==> config.mk <==
export PLATFORM = sky130hd
export DESIGN_NAME = srq_poll_sched
export DESIGN_NICKNAME = d
export VERILOG_FILES = /design/src/rtl/srq_poll_pkg.sv /design/src/rtl/srq_lowest_pick.sv /design/src/rtl/srq_last_poll_reg.sv /design/src/rtl/srq_addr_select.sv /design/src/rtl/srq_poll_sched.sv
export SDC_FILE = /design/constraint.sdc
export NUM_CORES = 1
export LEC_CHECK = 0
export ABC_AREA = 1
export BUFFER_PORTS_ARGS = -buffer_cell sky130_fd_sc_hd__buf_2
export CAP_MARGIN = 20
export CORE_ASPECT_RATIO = 0.6
export CORE_UTILIZATION = 55
export CTS_BUF_LIST = sky130_fd_sc_hd__clkbuf_8
export DETAILED_ROUTE_END_ITERATION = 8
export GPL_TIMING_DRIVEN = 1
export PLACE_DENSITY = 0.81
export SETUP_SLACK_MARGIN = 0.4
export SYNTH_ARGS = -nofsm -noshare
export SYNTH_HDL_FRONTEND = slang
export SYNTH_SLANG_ARGS = --single-unit
==> constraint.sdc <==
create_clock -name clk -period 6.94 [get_ports clk]
set_clock_uncertainty 0.15 [all_clocks]
set_input_delay 0.347 -clock clk [delete_from_list [all_inputs] [get_ports clk]]
set_output_delay 0.347 -clock clk [all_outputs]
set_load 0.02 [all_outputs]
==> src/rtl/srq_poll_pkg.sv <==
package srq_poll_pkg;
   // default geometry of the command byte
   localparam int unsigned SRQ_ADDR_W_DEF = 4;
   localparam int unsigned SRQ_OP_W_DEF   = 4;
   // code in the low field that selects talk, register zero
   localparam logic [3:0]  SRQ_TALK0_DEF  = 4'hC;

   typedef enum logic [0:0] {
      SEL_KEEP = 1'b0,
      SEL_MOVE = 1'b1
   } sel_mode_e;
endpackage

==> src/rtl/srq_lowest_pick.sv <==
module srq_lowest_pick #(
   parameter int unsigned N     = 16,
   parameter int unsigned IDX_W = 4
) (
   input  logic [N-1:0]     vec,
   output logic [IDX_W-1:0] idx
);
   logic [N-1:0] seen_below;
   logic [N-1:0] first_hot;

   assign seen_below[0] = 1'b0;
   genvar gi;
   generate
      for (gi = 1; gi < N; gi++) begin : g_chain
         assign seen_below[gi] = seen_below[gi-1] | vec[gi-1];
      end
      for (gi = 0; gi < N; gi++) begin : g_first
         assign first_hot[gi] = vec[gi] & ~seen_below[gi];
      end
   endgenerate

   always_comb begin
      idx = '0;
      for (int i = 0; i < N; i++) begin
         if (first_hot[i]) idx = idx | IDX_W'(i);
      end
   end
endmodule

==> src/rtl/srq_last_poll_reg.sv <==
module srq_last_poll_reg #(
   parameter int unsigned CMD_W = 8,
   parameter int unsigned OP_W  = 4,
   parameter logic [OP_W-1:0] TALK0_CODE = 4'hC
) (
   input  logic             clk,
   input  logic             rst_n,
   input  logic             cmd_done,
   input  logic [CMD_W-1:0] last_cmd,
   output logic [CMD_W-1:0] lp_cmd
);
   logic is_talk0;
   assign is_talk0 = (last_cmd[OP_W-1:0] == TALK0_CODE);

   always_ff @(posedge clk or negedge rst_n) begin
      if (!rst_n)                    lp_cmd <= '0;
      else if (cmd_done && is_talk0) lp_cmd <= last_cmd;
   end

   // stored poll only changes on a completed talk-zero command
   assert_lp_hold_R10: assert property (@(posedge clk) disable iff (!rst_n)
      !(cmd_done && is_talk0) |=> $stable(lp_cmd));
   assert_lp_load_R10: assert property (@(posedge clk) disable iff (!rst_n)
      (cmd_done && is_talk0) |=> (lp_cmd == $past(last_cmd)));
endmodule

==> src/rtl/srq_addr_select.sv <==
module srq_addr_select
   import srq_poll_pkg::*;
#(
   parameter int unsigned ADDR_W = 4,
   parameter int unsigned OP_W   = 4,
   parameter logic [OP_W-1:0] TALK0_CODE = 4'hC,
   localparam int unsigned CMD_W    = ADDR_W + OP_W,
   localparam int unsigned NUM_ADDR = 1 << ADDR_W
) (
   input  logic [NUM_ADDR-1:0] dev_mask,
   input  logic [CMD_W-1:0]    last_cmd,
   input  logic [CMD_W-1:0]    lp_cmd,
   input  logic                srq_seen,
   output logic [CMD_W-1:0]    next_cmd,
   output logic                need_poll
);
   logic [NUM_ADDR-1:0] elig;
   logic [NUM_ADDR-1:0] above;
   logic [NUM_ADDR-1:0] pick_vec;
   logic [ADDR_W-1:0]   base;
   logic [ADDR_W-1:0]   pick_idx;
   logic [ADDR_W-1:0]   addr;
   sel_mode_e           mode;

   // address zero never takes part
   assign elig = dev_mask & ~NUM_ADDR'(1);
   assign base = lp_cmd[CMD_W-1:OP_W];

   always_comb begin
      for (int i = 0; i < NUM_ADDR; i++) begin
         above[i] = elig[i] & (ADDR_W'(i) > base);
      end
   end

   assign pick_vec = (|above) ? above : elig;

   srq_lowest_pick #(.N(NUM_ADDR), .IDX_W(ADDR_W)) u_pick (
      .vec (pick_vec),
      .idx (pick_idx)
   );

   always_comb begin
      if ((srq_seen && (last_cmd == lp_cmd)) || !elig[base]) mode = SEL_MOVE;
      else                                                   mode = SEL_KEEP;
   end

   assign addr      = (mode == SEL_MOVE) ? pick_idx : base;
   assign next_cmd  = {addr, TALK0_CODE};
   assign need_poll = (|elig) && (next_cmd != last_cmd);
endmodule

==> src/rtl/srq_poll_sched.sv <==
module srq_poll_sched
   import srq_poll_pkg::*;
#(
   parameter int unsigned ADDR_W = SRQ_ADDR_W_DEF,
   parameter int unsigned OP_W   = SRQ_OP_W_DEF,
   parameter logic [OP_W-1:0] TALK0_CODE = SRQ_TALK0_DEF,
   localparam int unsigned CMD_W    = ADDR_W + OP_W,
   localparam int unsigned NUM_ADDR = 1 << ADDR_W
) (
   input  logic                clk,
   input  logic                rst_n,
   input  logic                start,
   input  logic [NUM_ADDR-1:0] dev_mask,
   input  logic [CMD_W-1:0]    last_cmd,
   input  logic                srq_seen,
   input  logic                cmd_done,
   output logic                res_rdy,
   output logic                poll_req,
   output logic [CMD_W-1:0]    poll_cmd
);
   generate
      if (ADDR_W < 1 || ADDR_W > 8) begin : g_bad_addr_w
         $error("srq_poll_sched: ADDR_W out of range");
      end
      if (OP_W < 1) begin : g_bad_op_w
         $error("srq_poll_sched: OP_W must be positive");
      end
   endgenerate

   logic [CMD_W-1:0]  lp_cmd;
   logic [CMD_W-1:0]  next_cmd;
   logic              need_poll;
   logic [ADDR_W-1:0] lp_addr;

   assign lp_addr = lp_cmd[CMD_W-1:OP_W];

   srq_last_poll_reg #(.CMD_W(CMD_W), .OP_W(OP_W), .TALK0_CODE(TALK0_CODE)) u_lp (
      .clk      (clk),
      .rst_n    (rst_n),
      .cmd_done (cmd_done),
      .last_cmd (last_cmd),
      .lp_cmd   (lp_cmd)
   );

   srq_addr_select #(.ADDR_W(ADDR_W), .OP_W(OP_W), .TALK0_CODE(TALK0_CODE)) u_sel (
      .dev_mask  (dev_mask),
      .last_cmd  (last_cmd),
      .lp_cmd    (lp_cmd),
      .srq_seen  (srq_seen),
      .next_cmd  (next_cmd),
      .need_poll (need_poll)
   );

   always_ff @(posedge clk or negedge rst_n) begin
      if (!rst_n) begin
         res_rdy  <= 1'b0;
         poll_req <= 1'b0;
         poll_cmd <= '0;
      end else begin
         res_rdy  <= start;
         poll_req <= start & need_poll;
         if (start) poll_cmd <= next_cmd;
      end
   end

   assert_rdy_after_start_R1: assert property (@(posedge clk) disable iff (!rst_n)
      start |=> res_rdy);
   assert_rdy_only_after_start_R1: assert property (@(posedge clk) disable iff (!rst_n)
      res_rdy |-> $past(start));
   assert_req_with_rdy_R1: assert property (@(posedge clk) disable iff (!rst_n)
      poll_req |-> res_rdy);
   assert_no_addr_zero_R2: assert property (@(posedge clk) disable iff (!rst_n)
      poll_req |-> (poll_cmd[CMD_W-1:OP_W] != '0));
   assert_empty_mask_R3: assert property (@(posedge clk) disable iff (!rst_n)
      (start && (dev_mask[NUM_ADDR-1:1] == '0)) |=> !poll_req);
   assert_talk0_code_R4: assert property (@(posedge clk) disable iff (!rst_n)
      poll_req |-> (poll_cmd[OP_W-1:0] == TALK0_CODE));
   assert_keep_base_R5: assert property (@(posedge clk) disable iff (!rst_n)
      (start && !srq_seen && (lp_addr != '0) && dev_mask[lp_addr])
      |=> (poll_cmd[CMD_W-1:OP_W] == $past(lp_addr)));
   assert_no_repeat_R9: assert property (@(posedge clk) disable iff (!rst_n)
      start |=> !(poll_req && (poll_cmd == $past(last_cmd))));
endmodule

-- Word level (Yosys, flattened, before mapping)
Cells that the tools add are included.
- register bits after elaboration: 16
- bits in latches: 0
- bits in writable memories: 0
- ROM bits: 0
- output and inout port bits: 10
- word-level logic and storage cells: 110
- memories kept: 0
- add/subtract/negate cells: 0
- $mul: 0
- divide/modulo/power cells: 0
- order comparisons: 16
- equal/unequal tests: 3
- shift-type cells: 0
- multiplexer cells: 20
- bitwise gates (word level): 60
- reductions and logical operators: 7
- operators with widths (operator ; count):
    $mux W4 ; 9
    $gt A4 B4 Y1 const A ; 8
    $and A1 B1 Y1 ; 31
    $reduce_or A15 Y1 ; 2
    $gt A3 B4 Y1 const A ; 4
    $mux W16 ; 1
    $not A1 Y1 ; 15
    $or A1 B1 Y1 ; 14
    $mux W3 ; 4
    $eq A8 B8 Y1 ; 1
    $gt A2 B4 Y1 const A ; 2
    $ne A8 B8 Y1 ; 1
    $lt A4 B5 Y1 const B ; 1
    $bmux W1 S4 ; 1
    $eq A4 B4 Y1 const B ; 1
    $gt A1 B4 Y1 const A ; 1
    $mux W2 ; 2
    $logic_and A1 B1 Y1 ; 3
    $mux W1 ; 3
    $logic_not A1 Y1 ; 1
    $logic_or A1 B1 Y1 ; 1

-- Logic depth before layout (Yosys ltp)
Gate-level depths: netlist of run 1.
- depth in word-level cells: 25
- mapped depth: 26

-- By module
A second synthesis of run 1 with hierarchy kept.
- cells, all modules: 322
- area, all modules: 1895.6 sq um
- by module, submodules not included (module ; times used ; cells each ; area an instance (sq um) ; sequential area each (sq um)):
    srq_addr_select ; 1 ; 185 ; 894.6 ; 0.0
    srq_poll_sched ; 1 ; 38 ; 362.8 ; 250.2
    srq_last_poll_reg ; 1 ; 38 ; 334.1 ; 200.2
    srq_lowest_pick ; 1 ; 61 ; 304.0 ; 0.0

-- Worst setup path after synthesis of run 1
Ideal clock, no wire load.
- kind: flip-flop to flip-flop
- start point: register u_lp.lp_cmd[6]
- end point: register poll_req
- library setup time: 0.115 ns
- arrival: 2.337 ns
- required time: 6.675 ns
- setup slack: 4.338 ns
- stages on the path, launching flop included: 24
- cell sequence: dfrtp_1 > buf_2 > nor2_4 > nand3_1 > nand2_1 > nor2_1 > nand2_4 > nor2_8 > nand2_1 > nand2_1 > nor2_2 > nand3_2 > nor2_4 > nand4_2 > nor2_2 > nand4_2 > nand2_1 > nand2_1 > nand2_1 > nand2_1 > nor2_1 > nand2_1 > nor2_1 > nor2_1
- word-level cells in the longest chain between the ends: 25
- ends and longest elaborated chain (item ; line ; source):
    start: declaration ; srq_last_poll_reg.sv:10 ; output logic [CMD_W-1:0] lp_cmd
    start signal: assignment ; srq_last_poll_reg.sv:17 ; else if (cmd_done && is_talk0) lp_cmd <= last_cmd;
    $gt A1 B4 Y1 (tied with other cells) ; srq_addr_select.sv:31 ; above[i] = elig[i] & (ADDR_W'(i) > base);
    $and A1 B1 Y1 ; srq_addr_select.sv:31 ;
    $reduce_or A15 Y1 ; srq_addr_select.sv:35 ; assign pick_vec = (|above) ? above : elig;
    $mux W16 ; srq_addr_select.sv:35 ;
    $or A1 B1 Y1 ; srq_lowest_pick.sv:15 ; assign seen_below[gi] = seen_below[gi-1] | vec[gi-1];
    $or A1 B1 Y1 or $not A1 Y1 (tied branches) ; srq_lowest_pick.sv:15, srq_lowest_pick.sv:18 ;
    $not A1 Y1 (tied with other cells) ; srq_lowest_pick.sv:18 ; assign first_hot[gi] = vec[gi] & ~seen_below[gi];
    $and A1 B1 Y1 (tied with other cells) ; srq_lowest_pick.sv:18 ;
    $mux W2 (tied with other cells) ; srq_lowest_pick.sv:25 ; if (first_hot[i]) idx = idx | IDX_W'(i);
    $mux W3 (tied with other cells) (4 in a row) ; srq_lowest_pick.sv:25 ;
    $mux W4 (tied with other cells) (6 in a row) ; srq_lowest_pick.sv:25 ;
    $mux W4 or $and A1 B1 Y1 (tied branches) ; srq_lowest_pick.sv:25, srq_lowest_pick.sv:18 ;
    $mux W4 ; srq_lowest_pick.sv:25 ;
    $mux W4 * ; srq_addr_select.sv:47 ; assign addr = (mode == SEL_MOVE) ? pick_idx : base;
    $ne A8 B8 Y1 * ; srq_addr_select.sv:49 ; assign need_poll = (|elig) && (next_cmd != last_cmd);
    $logic_and A1 B1 Y1 * ; srq_addr_select.sv:49 ;
    $and A1 B1 Y1 * ; srq_poll_sched.sv:61 ; poll_req <= start & need_poll;
    end signal: assignment ; srq_poll_sched.sv:61 ;
    end: declaration ; srq_poll_sched.sv:18 ; output logic poll_req,
Mark *: on every way between the ends. The rest lies on a longest branch, timed or not. The select of a mux whose other input is x is not followed.
A chain may end at the register's enable or synchronous reset.

-- Worst setup path in the final report of run 1
Same ends and word-level chain as after synthesis.

==> summary.md, run 1 <==
| Metric | Value |
|---|---|
| Outcome | `completed` |
| FP Rows | `15` |
| RSZ-0062 raised after global routing | `no` |
| Synth area leader | `dfrtp_1` |
| Die area | `3250 µm²` |
| Layout fillers | `275` |
| Static leakage | `approximately 1.1 nW` |
| Crit path launch | `u_lp.lp_cmd[6]` |
| Crit path required time | `between 6 and 7 ns` |
| Initial drt markers | `226` |
| H-tree depth | `1` |
| Vias per std cell | `roughly 5.3` |
| P_int | `0.000218 W` |
| Cell variety after synth | `36` |
| Worst-Margin Slew | `0.574 ns` |
| Post-route minimum period | `3.33 ns` |
| Die X | `73.0 µm` |
| Clock sink count | `15` |
| Via count of the first global-routing pass | `roughly 1500` |
| Core area | `2870 µm²` |
| Crit path max fanout | `16` |
| All-layer global routing usage | `29.6%` |
| Area contributors post-synth | `dfrtp_1, nand2_1, inv_1, nand3_1, o21ai_0` |
| Post-synth top cells | `nand2_1, inv_1, nor2_1` |
| Vias | `1907` |
| Setup Fix Bufs, Post-CTS | `0` |
| Type of origin of the critical path | `flop` |
| Area Growth Syn to Fin | `13.8%` |
| Count leader, synth | `nand2_1` |
| Top cell type's share of synthesized area | `roughly 23%` |
| Layout cells sized above 1 | `18.7%` |
| Net Sw Frac | `48.8%` |
| Total CTS buffers | `3` |
| Setup TNS Final | `0 ns` |
| Final Slew Violations | `0` |
| CP Capture Point | `poll_req` |
| Post-DP HPWL | `3560 µm` |
| Fmax | `301 MHz` |
| Routed WL per cell | `12.3 µm` |
| Initial core utilization | `57.9%` |
| Number of max-cap violations | `0` |
| First-pass iteration count of the detailed router | `5` |
| First-pass GRT wire length | `7180 µm` |
| Power Density | `226 nW/µm²` |
| Worst Hold Class | `in -> reg` |
| Reg2reg path depth | `21` |
| R2r endpoint | `poll_req` |
| Largest net degree at the start of global routing | `17` |
| Flops & latches, synth | `15` |
| Clock root buffer master | `clkbuf_8` |
| Clock transition at path regs | `0.06 ns` |
| Initial antenna violation count | `0` |
| Asr flop ratio synth | `100%` |
| Final hold vios | `0` |
| Crit end category | `flop` |
| Mean post-synth cell area | `approximately 5.9 µm²` |
| # setup viols final | `0` |
| Syn Std Cell Area | `1660 µm²` |
| Input/output buffers | `35` |
| Syn Inst Count | `between 200 and 300` |
| GPL Wtd Cong | `approximately 0.94` |
| CTS tree | `yes` |
| Peak VDD IR | `roughly 0.17 mV` |
| Sequential Power Share | `between 30% and 40%` |
| Top Ports | `39` |
| Post-synth EDFFs | `0` |
| Congestion Overflow GR | `0` |
| Detail Route Antenna Nets | `0` |
| Clock Tree Buf Depth | `2` |
| Critical R2R Launch | `u_lp.lp_cmd[6]` |
| Clk_lat worst skew | `approximately 0.25 ns` |
| WS Path Type | `reg -> reg` |
| Crit path DAT | `3.32 ns` |
| Hold Slack | `about 0.094 ns` |
| Die height | `between 40 and 50 µm` |
| R2R setup slack | `3.61 ns` |
| Max transition margin | `61.7%` |
| Synth warn | `0` |
| Most common flop cell mapped by yosys | `dfrtp_1` |
| Logic pwr share | `between 50 and 60%` |
| Final Cycle Share | `between 40% and 50%` |
| DRC errors left | `0` |
| Clock network power share | `between 10% and 20%` |
| Register area share after synthesis | `22.6%` |
| Total power | `0.000427 W` |
| Final core occ | `about two thirds` |
| Ant diodes | `0` |
| Routed WL | `4390 µm` |
| Nets | `346` |
| Net Sw Power | `0.000208 W` |
## per-layer routing
| layer | vias up | track usage (%) | wire [µm] |
|---|---|---|---|
| met5 | - | 0 | 0 |
| li1 | 977 | - | - |
| met3 | 2 | 8.88 | 493 |
| met2 | 97 | 36.6 | 1630 |
| met1 | 831 | 48.6 | 2250 |
| met4 | 0 | 4.31 | 9 |
## how the worst min path moves through the flow
stage                     cells past startpoint  start        endpoint  slack [ns]
after floorplan                               0  rst_n     poll_cmd[3]        -0.1
after detailed placement                      1  rst_n  u_lp.lp_cmd[2]        0.11
after CTS                                     1  start         res_rdy        0.09
after global routing                          1  start         res_rdy         0.1
after global placement                        1  rst_n  u_lp.lp_cmd[2]        0.11
final                                         1  start         res_rdy        0.09
## power groups by stage
stage               clock (W)  sequential [W]  combinational, W
finish              0.0000685        0.000130          0.000228
global route        0.0000749        0.000133          0.000257
CTS                 0.0000691        0.000129          0.000224
floorplan                   0        0.000127          0.000170
global placement            0        0.000131          0.000220
detailed placement          0        0.000131          0.000222
## placed cells by master (no fill, tap or decap), types with 2 or more instances in the layout
cell,n
o21ai_2,3
nand4_2,2
o2111ai_1,2
a21oi_1,11
nand4_1,6
inv_1,42
nor3_1,5
nor4_1,3
clkbuf_8,3
o21ai_0,23
nand2_2,2
nor2_2,3
buf_2,35
conb_1,2
nor2_4,2
o21ai_1,5
dfrtp_1,15
xor2_1,4
nand2_1,79
inv_2,4
nand3_1,24
nor2_1,29
## worst max-delay path: stages (launching register included)
cell and delay, ns:
dfrtp_1 0.70, nand2_2 0.26, o21ai_1 0.27, nand2_1 0.08
nor2_1 0.11, nand2_2 0.11, nor2_8 0.18, inv_2 0.10
o21ai_2 0.20, inv_1 0.10, nand4_1 0.15, nor2_1 0.08
nand3_1 0.07, nor2_1 0.06, nor2_1 0.10, nand3_1 0.11
nand2_1 0.10, nand2_1 0.05, nand2_1 0.05, nand2_1 0.05
nor2_1 0.08, nor2_1 0.05
## cell type report
class                   count  area (µm²)  area share, %
flip-flops and latches     15         375           19.9
clock buffers               3        41.3           2.18
well taps                  42        52.6           2.78
repair buffers             36         185           9.79
clock inverters             1        3.75          0.199
multi-input cells         215        1060           56.1
inverters                  46         173           9.13
## timing repair
action                     4_1_cts  5_1_grt
hold endpoints to repair        15        0
gates resized for setup          0        0
hold buffers                     1        0
setup endpoints to repair        0        0
## flip-flops by register name, summed over array words and instances, names as in the netlist
signal / cells
u_lp.lp_cmd: 8
res_rdy: 1
poll_cmd: 5
poll_req: 1
## per-stage QoR
| stage | instances | cell area, µm² | setup slack (ns) |
|---|---|---|---|
| 2_1_floorplan | 285 | 1670 | 4.34 |
| 3_3_place_gp | 353 | 1840 | 3.72 |
| 3_5_place_dp | 353 | 1840 | 3.71 |
| 6_report | 358 | 1890 | 3.61 |
| 4_1_cts | 358 | 1890 | 3.69 |
| 5_1_grt | 358 | 1890 | 3.30 |
## cell families (layout without fill, tap and decap cells)
logic type | Yosys count | after routing | share of synthesized area [%]
and+or+nand+nor | 160 | 160 | 44.5
buffers and inverters | 55 | 86 | 13.9
AOI/OAI and AO/OA | 49 | 49 | 16.7
DFF | 15 | 15 | 22.6
xor gates and xnor gates | 4 | 4 | 2.11
other | 1 | 2 | 0.226
No activity file was read; power rests on OpenSTA's default activity.
==> inputs of run 2 (changes only) <==
--- a/config.mk
+++ b/config.mk
@@ -9,11 +9,11 @@
 export BUFFER_PORTS_ARGS = -buffer_cell sky130_fd_sc_hd__buf_2
 export CAP_MARGIN = 20
 export CORE_ASPECT_RATIO = 0.6
-export CORE_UTILIZATION = 55
+export CORE_UTILIZATION = 51
 export CTS_BUF_LIST = sky130_fd_sc_hd__clkbuf_8
 export DETAILED_ROUTE_END_ITERATION = 8
 export GPL_TIMING_DRIVEN = 1
-export PLACE_DENSITY = 0.81
+export PLACE_DENSITY = 0.79
 export SETUP_SLACK_MARGIN = 0.4
 export SYNTH_ARGS = -nofsm -noshare
 export SYNTH_HDL_FRONTEND = slang
==> constraint.sdc (replaced) <==
create_clock -name clk -period 2.8 [get_ports clk]
set_clock_uncertainty 0.15 [all_clocks]
set_input_delay 0.14 -clock clk [delete_from_list [all_inputs] [get_ports clk]]
set_output_delay 0.14 -clock clk [all_outputs]
set_load 0.02 [all_outputs]
==> run 2 against run 1 <==
The flow now finishes with violations (negative setup slack). Die area is 7.6% higher. Count of clock-buffer cells in the layout stayed put. Sequential share of layout area is 5.0 points lower. Largest cell class unchanged.
==> summary.md, run 2 (synthesis gave the netlist of run 1 again) <==
| Metric | Value |
|---|---|
| DRC errors left | `0 (unchanged)` |
| Die height | `46.2 µm (was 44.6 µm)` |
| Clock Tree Buf Depth | `2 (unchanged)` |
| Post-route minimum period | `3.18 ns (was 3.33 ns)` |
| Buf/Inv on CP | `3 (was 2)` |
| Total CTS buffers | `3 (unchanged)` |
| R2r endpoint | `poll_req (unchanged)` |
| Dpl ws | `-0.316 ns (was 3.71 ns)` |
| Slowest stage cell, crit path | `dfrtp_2 (was dfrtp_1)` |
| All-layer global routing usage | `36.3% (was 29.6%)` |
| Clk_lat worst skew | `0.26 ns (was 0.25 ns)` |
| WS Path Type | `reg -> reg (unchanged)` |
| Final Slew Violations | `0 (unchanged)` |
| Routed WL per cell | `16.7 µm (was 12.3 µm)` |
| P_int | `0.000799 W (was 0.000218 W)` |
| Commonest non-fill, non-tap cell in the layout | `nand2_1 (unchanged)` |
| Fmax | `314 MHz (was 301 MHz)` |
| Initial antenna violation count | `0 (unchanged)` |
| Clock transition at path regs | `0.06 ns (about the same)` |
| Fin worst setup slack | `-0.380 ns (was 3.61 ns)` |
| First-pass iteration count of the detailed router | `9 (was 5)` |
| Nets | `398 (was 346)` |
| Vias per std cell | `5.93 (was 5.33)` |
| Clock network power share | `11.9% (was 16.1%)` |
| Layout Cells excl Fill | `410 (was 358)` |
| Net Sw Power | `0.000721 W (was 0.000208 W)` |
| RSZ-0062 raised after global routing | `yes (was no)` |
| Static leakage | `1.39 nW (was 1.08 nW)` |
| Commonest cells after routing, fill and taps aside | `nand2_1, inv_1, buf_4 (was nand2_1, inv_1, buf_2)` |
| Net Sw Frac | `47.4% (was 48.8%)` |
| R2R setup slack | `-0.38 ns (was 3.61 ns)` |
| Largest registers | `u_lp.lp_cmd x8, poll_cmd x5 (unchanged)` |
| Area Growth Syn to Fin | `53.8% (was 13.8%)` |
| Crit path DAT | `3.18 ns (was 3.32 ns)` |
| Routed WL | `6850 µm (was 4390 µm)` |
| Layout cells sized above 1 | `42.4% (was 18.7%)` |
| Peak VDD IR | `0.421 mV (was 0.168 mV)` |
| Die X | `75.7 µm (was 73.0 µm)` |
| Outcome | `finished with violations (was completed)` |
| Total power | `0.00152 W (was 0.000427 W)` |
| Crit path required time | `2.80 ns (was 6.93 ns)` |
| Sequential Power Share | `19.6% (was 30.5%)` |
| Crit end category | `flop (unchanged)` |
| Ant diodes | `0 (unchanged)` |
| Core area | `2980 µm² (was 2870 µm²)` |
| Violated checks | `negative setup slack` |
| First-pass GRT wire length | `8890 µm (was 7180 µm)` |
| Critical R2R Launch | `u_lp.lp_cmd[5] (was u_lp.lp_cmd[6])` |
| Via count of the first global-routing pass | `1871 (was 1505)` |
| Number of max-cap violations | `0 (unchanged)` |
| Input/output buffers | `35 (unchanged)` |
| Power Density | `595 nW/µm² (was 226 nW/µm²)` |
| Layout fillers | `164 (was 275)` |
| Largest net degree at the start of global routing | `16 (was 17)` |
| Top Ports | `39 (unchanged)` |
| Multi-input logic area | `1300 µm² (was 1060 µm²)` |
| Crit-path max cell delay | `0.45 ns (was 0.70 ns)` |
| Cell family with the largest share of critical-path delay | `simple AND/OR/NAND/NOR gates (unchanged)` |
| GPL Wtd Cong | `0.942 (was 0.937)` |
| Final hold vios | `0 (unchanged)` |
| Biggest register | `u_lp.lp_cmd (unchanged)` |
| Worst Hold Endpoint | `u_lp.lp_cmd[5] (was res_rdy)` |
| Final Cycle Share | `114% (was 47.9%)` |
| Max FFs per register | `8 (unchanged)` |
| Clock root buffer master | `clkbuf_8 (unchanged)` |
| Hold wc startpoint | `last_cmd[5] (was start)` |
| Initial core utilization | `55.7% (was 57.9%)` |
| Vias | `2432 (was 1907)` |
| FP Rows | `15 (unchanged)` |
| Most used cell, CP | `nand2_1 (was nor2_1)` |
| H-tree depth | `1 (unchanged)` |
| Logic pwr share | `68.6% (was 53.5%)` |
| Worst path cell trace | `buf_6 -> nor2_4 -> buf_6 -> o21ai_4 -> nand2_1 -> nor2_2 -> nand2_2 -> nor2_8 -> inv_2 -> o21ai_4 -> nor2_4 -> nand2_1 -> nand2_1 -> nor3_1 -> nand3_2 -> nand2_2 -> nand2_1 -> nand2_1 -> nand3_1 -> nor2_1 -> nor2_1 (was nand2_2 -> o21ai_1 -> nand2_1 -> nor2_1 -> nand2_2 -> nor2_8 -> inv_2 -> o21ai_2 -> inv_1 -> nand4_1 -> nor2_1 -> nand3_1 -> nor2_1 -> nor2_1 -> nand3_1 -> nand2_1 -> nand2_1 -> nand2_1 -> nand2_1 -> nor2_1 -> nor2_1)` |
| # setup viols final | `5 (was 0)` |
| CTS tree | `yes (unchanged)` |
| Initial drt markers | `208 (was 226)` |
| Detail Route Antenna Nets | `0 (unchanged)` |
| Congestion Overflow GR | `0 (unchanged)` |
| Reg area | `380 µm² (was 375 µm²)` |
| Type of origin of the critical path | `flop (unchanged)` |
| Post-DP HPWL | `4400 µm (was 3560 µm)` |
| Die area | `3500 µm² (was 3250 µm²)` |
| Clock sink count | `15 (unchanged)` |
| Placed Cells | `384 (was 353)` |
| Reg2reg path depth | `21 (unchanged)` |
| Crit path max fanout | `6 (was 16)` |
| Hold depth | `3 (was 1)` |
| Worst Hold Class | `in -> reg (unchanged)` |
[run 2: power by group through the flow]
stage	registers [W]	clock network [W]	logic, W
floorplan	0.000316	0	0.000423
global placement	0.000297	0	0.000704
detailed placement	0.000297	0	0.000723
CTS	0.000297	0.000180	0.000835
global route	0.000302	0.000195	0.00110
finish	0.000297	0.000181	0.00104
[run 2: what timing repair did]
action                                 CTS  global route
buffers inserted                        14             5
pin swaps                               20            33
resized for setup                       33            46
endpoints found under the hold margin   18             0
gates cloned                             0             1
hold buffers                             2             0
setup endpoints to repair                5             5
[run 2: cell type report]
class	instances	area share [%]
clock inverters	1	0.147
repair buffers	87	23.8
clock buffers	3	1.62
inverters	46	6.76
flip-flops and latches	15	14.9
well taps	42	2.06
multi-input cells	216	50.7
[run 2: routing by layer]
metal | up-vias | wire length [µm] | global-route usage (%)
met5 | - | 0 | 0
met4 | 0 | 250 | 13.0
met3 | 42 | 925 | 9.85
met2 | 187 | 2930 | 52.9
met1 | 1125 | 2740 | 51.2
li1 | 1078 | - | -
[run 2: worst max path at each step]
stage                         from        to  cells past startpoint
floorplan           u_lp.lp_cmd[7]  poll_req                     23
global placement    u_lp.lp_cmd[7]  poll_req                     22
detailed placement  u_lp.lp_cmd[7]  poll_req                     22
CTS                 u_lp.lp_cmd[5]  poll_req                     23
global route        u_lp.lp_cmd[5]  poll_req                     23
finish              u_lp.lp_cmd[5]  poll_req                     21
[run 2: stage by stage]
| step | area [µm²] | TNS (ns) | utilization [%] | hold WS [ns] |
|---|---|---|---|---|
| floorplan | 1670 | 0 | - | -0.306 |
| global placement | 2070 | -0.346 | 69.3 | -0.0937 |
| detailed placement | 2070 | -0.711 | 69.3 | -0.0865 |
| CTS | 2330 | -0.327 | 78.1 | 0.0931 |
| global route | 2550 | -1.76 | 85.6 | 0.143 |
| finish | 2550 | -1.14 | 85.6 | 0.120 |
[run 2: tightest hold or removal path, cell delays in order]
cell and delay (ns):
buf_2 0.13, inv_1 0.11, o21ai_0 0.10
==> inputs of run 3 (changes only) <==
--- a/config.mk
+++ b/config.mk
@@ -14,7 +14,6 @@
 export DETAILED_ROUTE_END_ITERATION = 8
 export GPL_TIMING_DRIVEN = 1
 export PLACE_DENSITY = 0.79
-export SETUP_SLACK_MARGIN = 0.4
 export SYNTH_ARGS = -nofsm -noshare
 export SYNTH_HDL_FRONTEND = slang
 export SYNTH_SLANG_ARGS = --single-unit
==> run 3 against run 2 <==
The flow still finishes with violations (negative setup slack). Global-route usage is 0.96 points lower. Sequential share of layout area is 0.051 points lower. Wire length is 13% higher. Worst setup slack worse by 0.093 ns. Via count is 4.0% higher. Register-to-register slack worse by 0.09 ns. Critical path type unchanged. Largest cell class unchanged. Highest routed layer unchanged.
==> summary.md, run 3 (synthesis gave the netlist of run 1 again) <==
| Metric | Value |
|---|---|
| All-layer global routing usage | `35.3% (was 36.3%)` |
| First-pass iteration count of the detailed router | `8 (was 9)` |
| Crit path launch | `u_lp.lp_cmd[7] (was u_lp.lp_cmd[5])` |
| Top Ports | `39 (unchanged)` |
| Congestion Overflow GR | `0 (unchanged)` |
| Total CTS buffers | `3 (unchanged)` |
| Core area | `2980 µm² (unchanged)` |
| Post-route minimum period | `3.27 ns (was 3.18 ns)` |
| CP Capture Point | `poll_req (unchanged)` |
| Layout Cells excl Fill | `408 (was 410)` |
| Final Cycle Share | `117% (was 114%)` |
| Max transition margin | `63.1%` |
| Routed WL per cell | `18.9 µm (was 16.7 µm)` |
| Commonest cells after routing, fill and taps aside | `nand2_1, buf_4, inv_1 (was nand2_1, inv_1, buf_4)` |
| Worst-Margin Slew | `0.550 ns` |
| Detail Route Antenna Nets | `0 (unchanged)` |
| Power Density | `598 nW/µm² (was 595 nW/µm²)` |
| Initial antenna violation count | `0 (unchanged)` |
| Crit end category | `flop (unchanged)` |
| Ant diodes | `0 (unchanged)` |
| FP Rows | `15 (unchanged)` |
| First-pass GRT wire length | `8800 µm (was 8890 µm)` |
| Final Slew Violations | `0 (unchanged)` |
| Via count of the first global-routing pass | `1895 (was 1871)` |
| DRC errors left | `0 (unchanged)` |
| H-tree depth | `1 (unchanged)` |
| Violated checks | `negative setup slack (unchanged)` |
| GPL Wtd Cong | `0.980 (was 0.942)` |
| Crit path required time | `2.79 ns (was 2.80 ns)` |
| Crit path max fanout | `9 (was 6)` |
| Reg2reg path depth | `22 (was 21)` |
| R2R setup slack | `-0.47 ns (was -0.38 ns)` |
| Area Growth Syn to Fin | `54.3% (was 53.8%)` |
| Crit path DAT | `3.27 ns (was 3.18 ns)` |
| R2r endpoint | `poll_req (unchanged)` |
| Biggest register | `u_lp.lp_cmd (unchanged)` |
| Fmax | `305 MHz (was 314 MHz)` |
| Commonest non-fill, non-tap cell in the layout | `nand2_1 (unchanged)` |
| Die area | `3500 µm² (unchanged)` |
| Post-DP HPWL | `4450 µm (was 4400 µm)` |
| Fin worst setup slack | `-0.473 ns (was -0.380 ns)` |
| Placed Cells | `382 (was 384)` |
| Finished Cell Area | `2560 µm² (was 2550 µm²)` |
| Number of max-cap violations | `0 (unchanged)` |
| Largest net degree at the start of global routing | `16 (unchanged)` |
| Vias | `2530 (was 2432)` |
| Routed WL | `7730 µm (was 6850 µm)` |
| Nets | `396 (was 398)` |
| Type of origin of the critical path | `flop (unchanged)` |
| Largest registers | `u_lp.lp_cmd x8, poll_cmd x5 (unchanged)` |
| Vias per std cell | `6.20 (was 5.93)` |
| Layout cells sized above 1 | `44.5% (was 42.4%)` |
| Static leakage | `1.38 nW (was 1.39 nW)` |
| Max FFs per register | `8 (unchanged)` |
| Final hold vios | `0 (unchanged)` |
| # setup viols final | `5 (unchanged)` |
| Area of placed instances | `2050 µm² (was 2070 µm²)` |
| Worst Hold Class | `in -> reg (unchanged)` |
| Initial core utilization | `55.7% (unchanged)` |
| Die height | `46.2 µm (unchanged)` |
| Input/output buffers | `35 (unchanged)` |
| Clock sink count | `15 (unchanged)` |
| RSZ-0062 raised after global routing | `yes (unchanged)` |
| Outcome | `finished with violations (unchanged)` |
| Die X | `75.7 µm (unchanged)` |
| Clock Tree Buf Depth | `2 (unchanged)` |
| Clock transition at path regs | `0.06 ns (about the same)` |
| Peak VDD IR | `0.461 mV (was 0.421 mV)` |
| Clock root buffer master | `clkbuf_8 (unchanged)` |
| WS Path Type | `reg -> reg (unchanged)` |
| Initial drt markers | `354 (was 208)` |
| Critical R2R Launch | `u_lp.lp_cmd[7] (was u_lp.lp_cmd[5])` |
| Clk_lat worst skew | `0.25 ns (was 0.26 ns)` |
| CTS tree | `yes (unchanged)` |
run 3: cell types whose count changed in the layout (fill, tap and decap cells not counted), sizes merged:
cell  change
buf       -2
run 3: critical path, stage by stage (launching register included):
cell and delay, ns:
dfrtp_2 0.50, buf_12 0.15, nand2_8 0.08, o21ai_1 0.26, nand2_1 0.11, nor2_2 0.14, nand2_4 0.10, nor2_4 0.20
o21ai_0 0.20, nand4_1 0.14, nand2_1 0.05, nor2_1 0.10, nand3_1 0.10, nor2_1 0.12, nand2_1 0.08, inv_2 0.06
nand2_2 0.07, nand3_1 0.11, nand2_1 0.08, nor2_1 0.13, nand2_1 0.08, nor2_1 0.11, nor2_1 0.05
run 3: worst min path at each step:
stage                      from              to  slack [ns]  cells after the start
floorplan                 rst_n     poll_cmd[3]       -0.31                      0
global placement          rst_n  u_lp.lp_cmd[0]       -0.09                      1
detailed placement        rst_n  u_lp.lp_cmd[0]       -0.09                      1
CTS                 last_cmd[7]  u_lp.lp_cmd[7]        0.12                      3
global route        last_cmd[5]  u_lp.lp_cmd[5]        0.15                      3
finish              last_cmd[4]  u_lp.lp_cmd[4]        0.14                      3
run 3: repair_timing:
action / in CTS / in global routing
buffers inserted: 7 / 12
endpoints found under the hold margin: 18 / 0
cloned: 0 / 1
resized for setup: 27 / 55
hold buffers: 2 / 0
endpoints found under the setup margin: 5 / 5
pin swaps: 14 / 39
run 3: metrics by stage:
step           setup TNS (ns)  hold slack, ns  setup slack [ns]  power (W)  utilization, %
3_3_place_gp           -0.639         -0.0944            -0.281    0.00100            68.8
3_5_place_dp           -0.761         -0.0887            -0.293    0.00102            68.8
5_1_grt                 -1.73           0.150            -0.568    0.00160            85.9
6_report                -1.24           0.142            -0.473    0.00153            85.9
4_1_cts                -0.312           0.115            -0.136    0.00126            75.7
2_1_floorplan               0          -0.306             0.198   0.000736               -
run 3: where the power goes:
group	leakage, nW	switching [W]	internal (W)	total (W)
sequential	0.173	0.0000449	0.000257	0.000302
clock	0.0269	0.0000778	0.0000972	0.000175
combinational	1.18	0.000626	0.000430	0.00106
run 3: layout make-up:
cell class	instances	area [µm²]
clock buffers	3	41.3
fillers	175	420
inverters	46	175
clock inverters	1	3.75
flip-flops and latches	15	380
well taps	42	52.6
multi-input cells	216	1320
repair buffers	85	587
run 3: metal layers:
layer | GRT usage, % | vias to the layer above | share of wire, %
li1 | - | 1085 | -
met1 | 51.8 | 1137 | 38
met2 | 48.9 | 247 | 42
met3 | 11.2 | 61 | 15
met4 | 9.63 | 0 | 4.9
met5 | 0 | - | 0
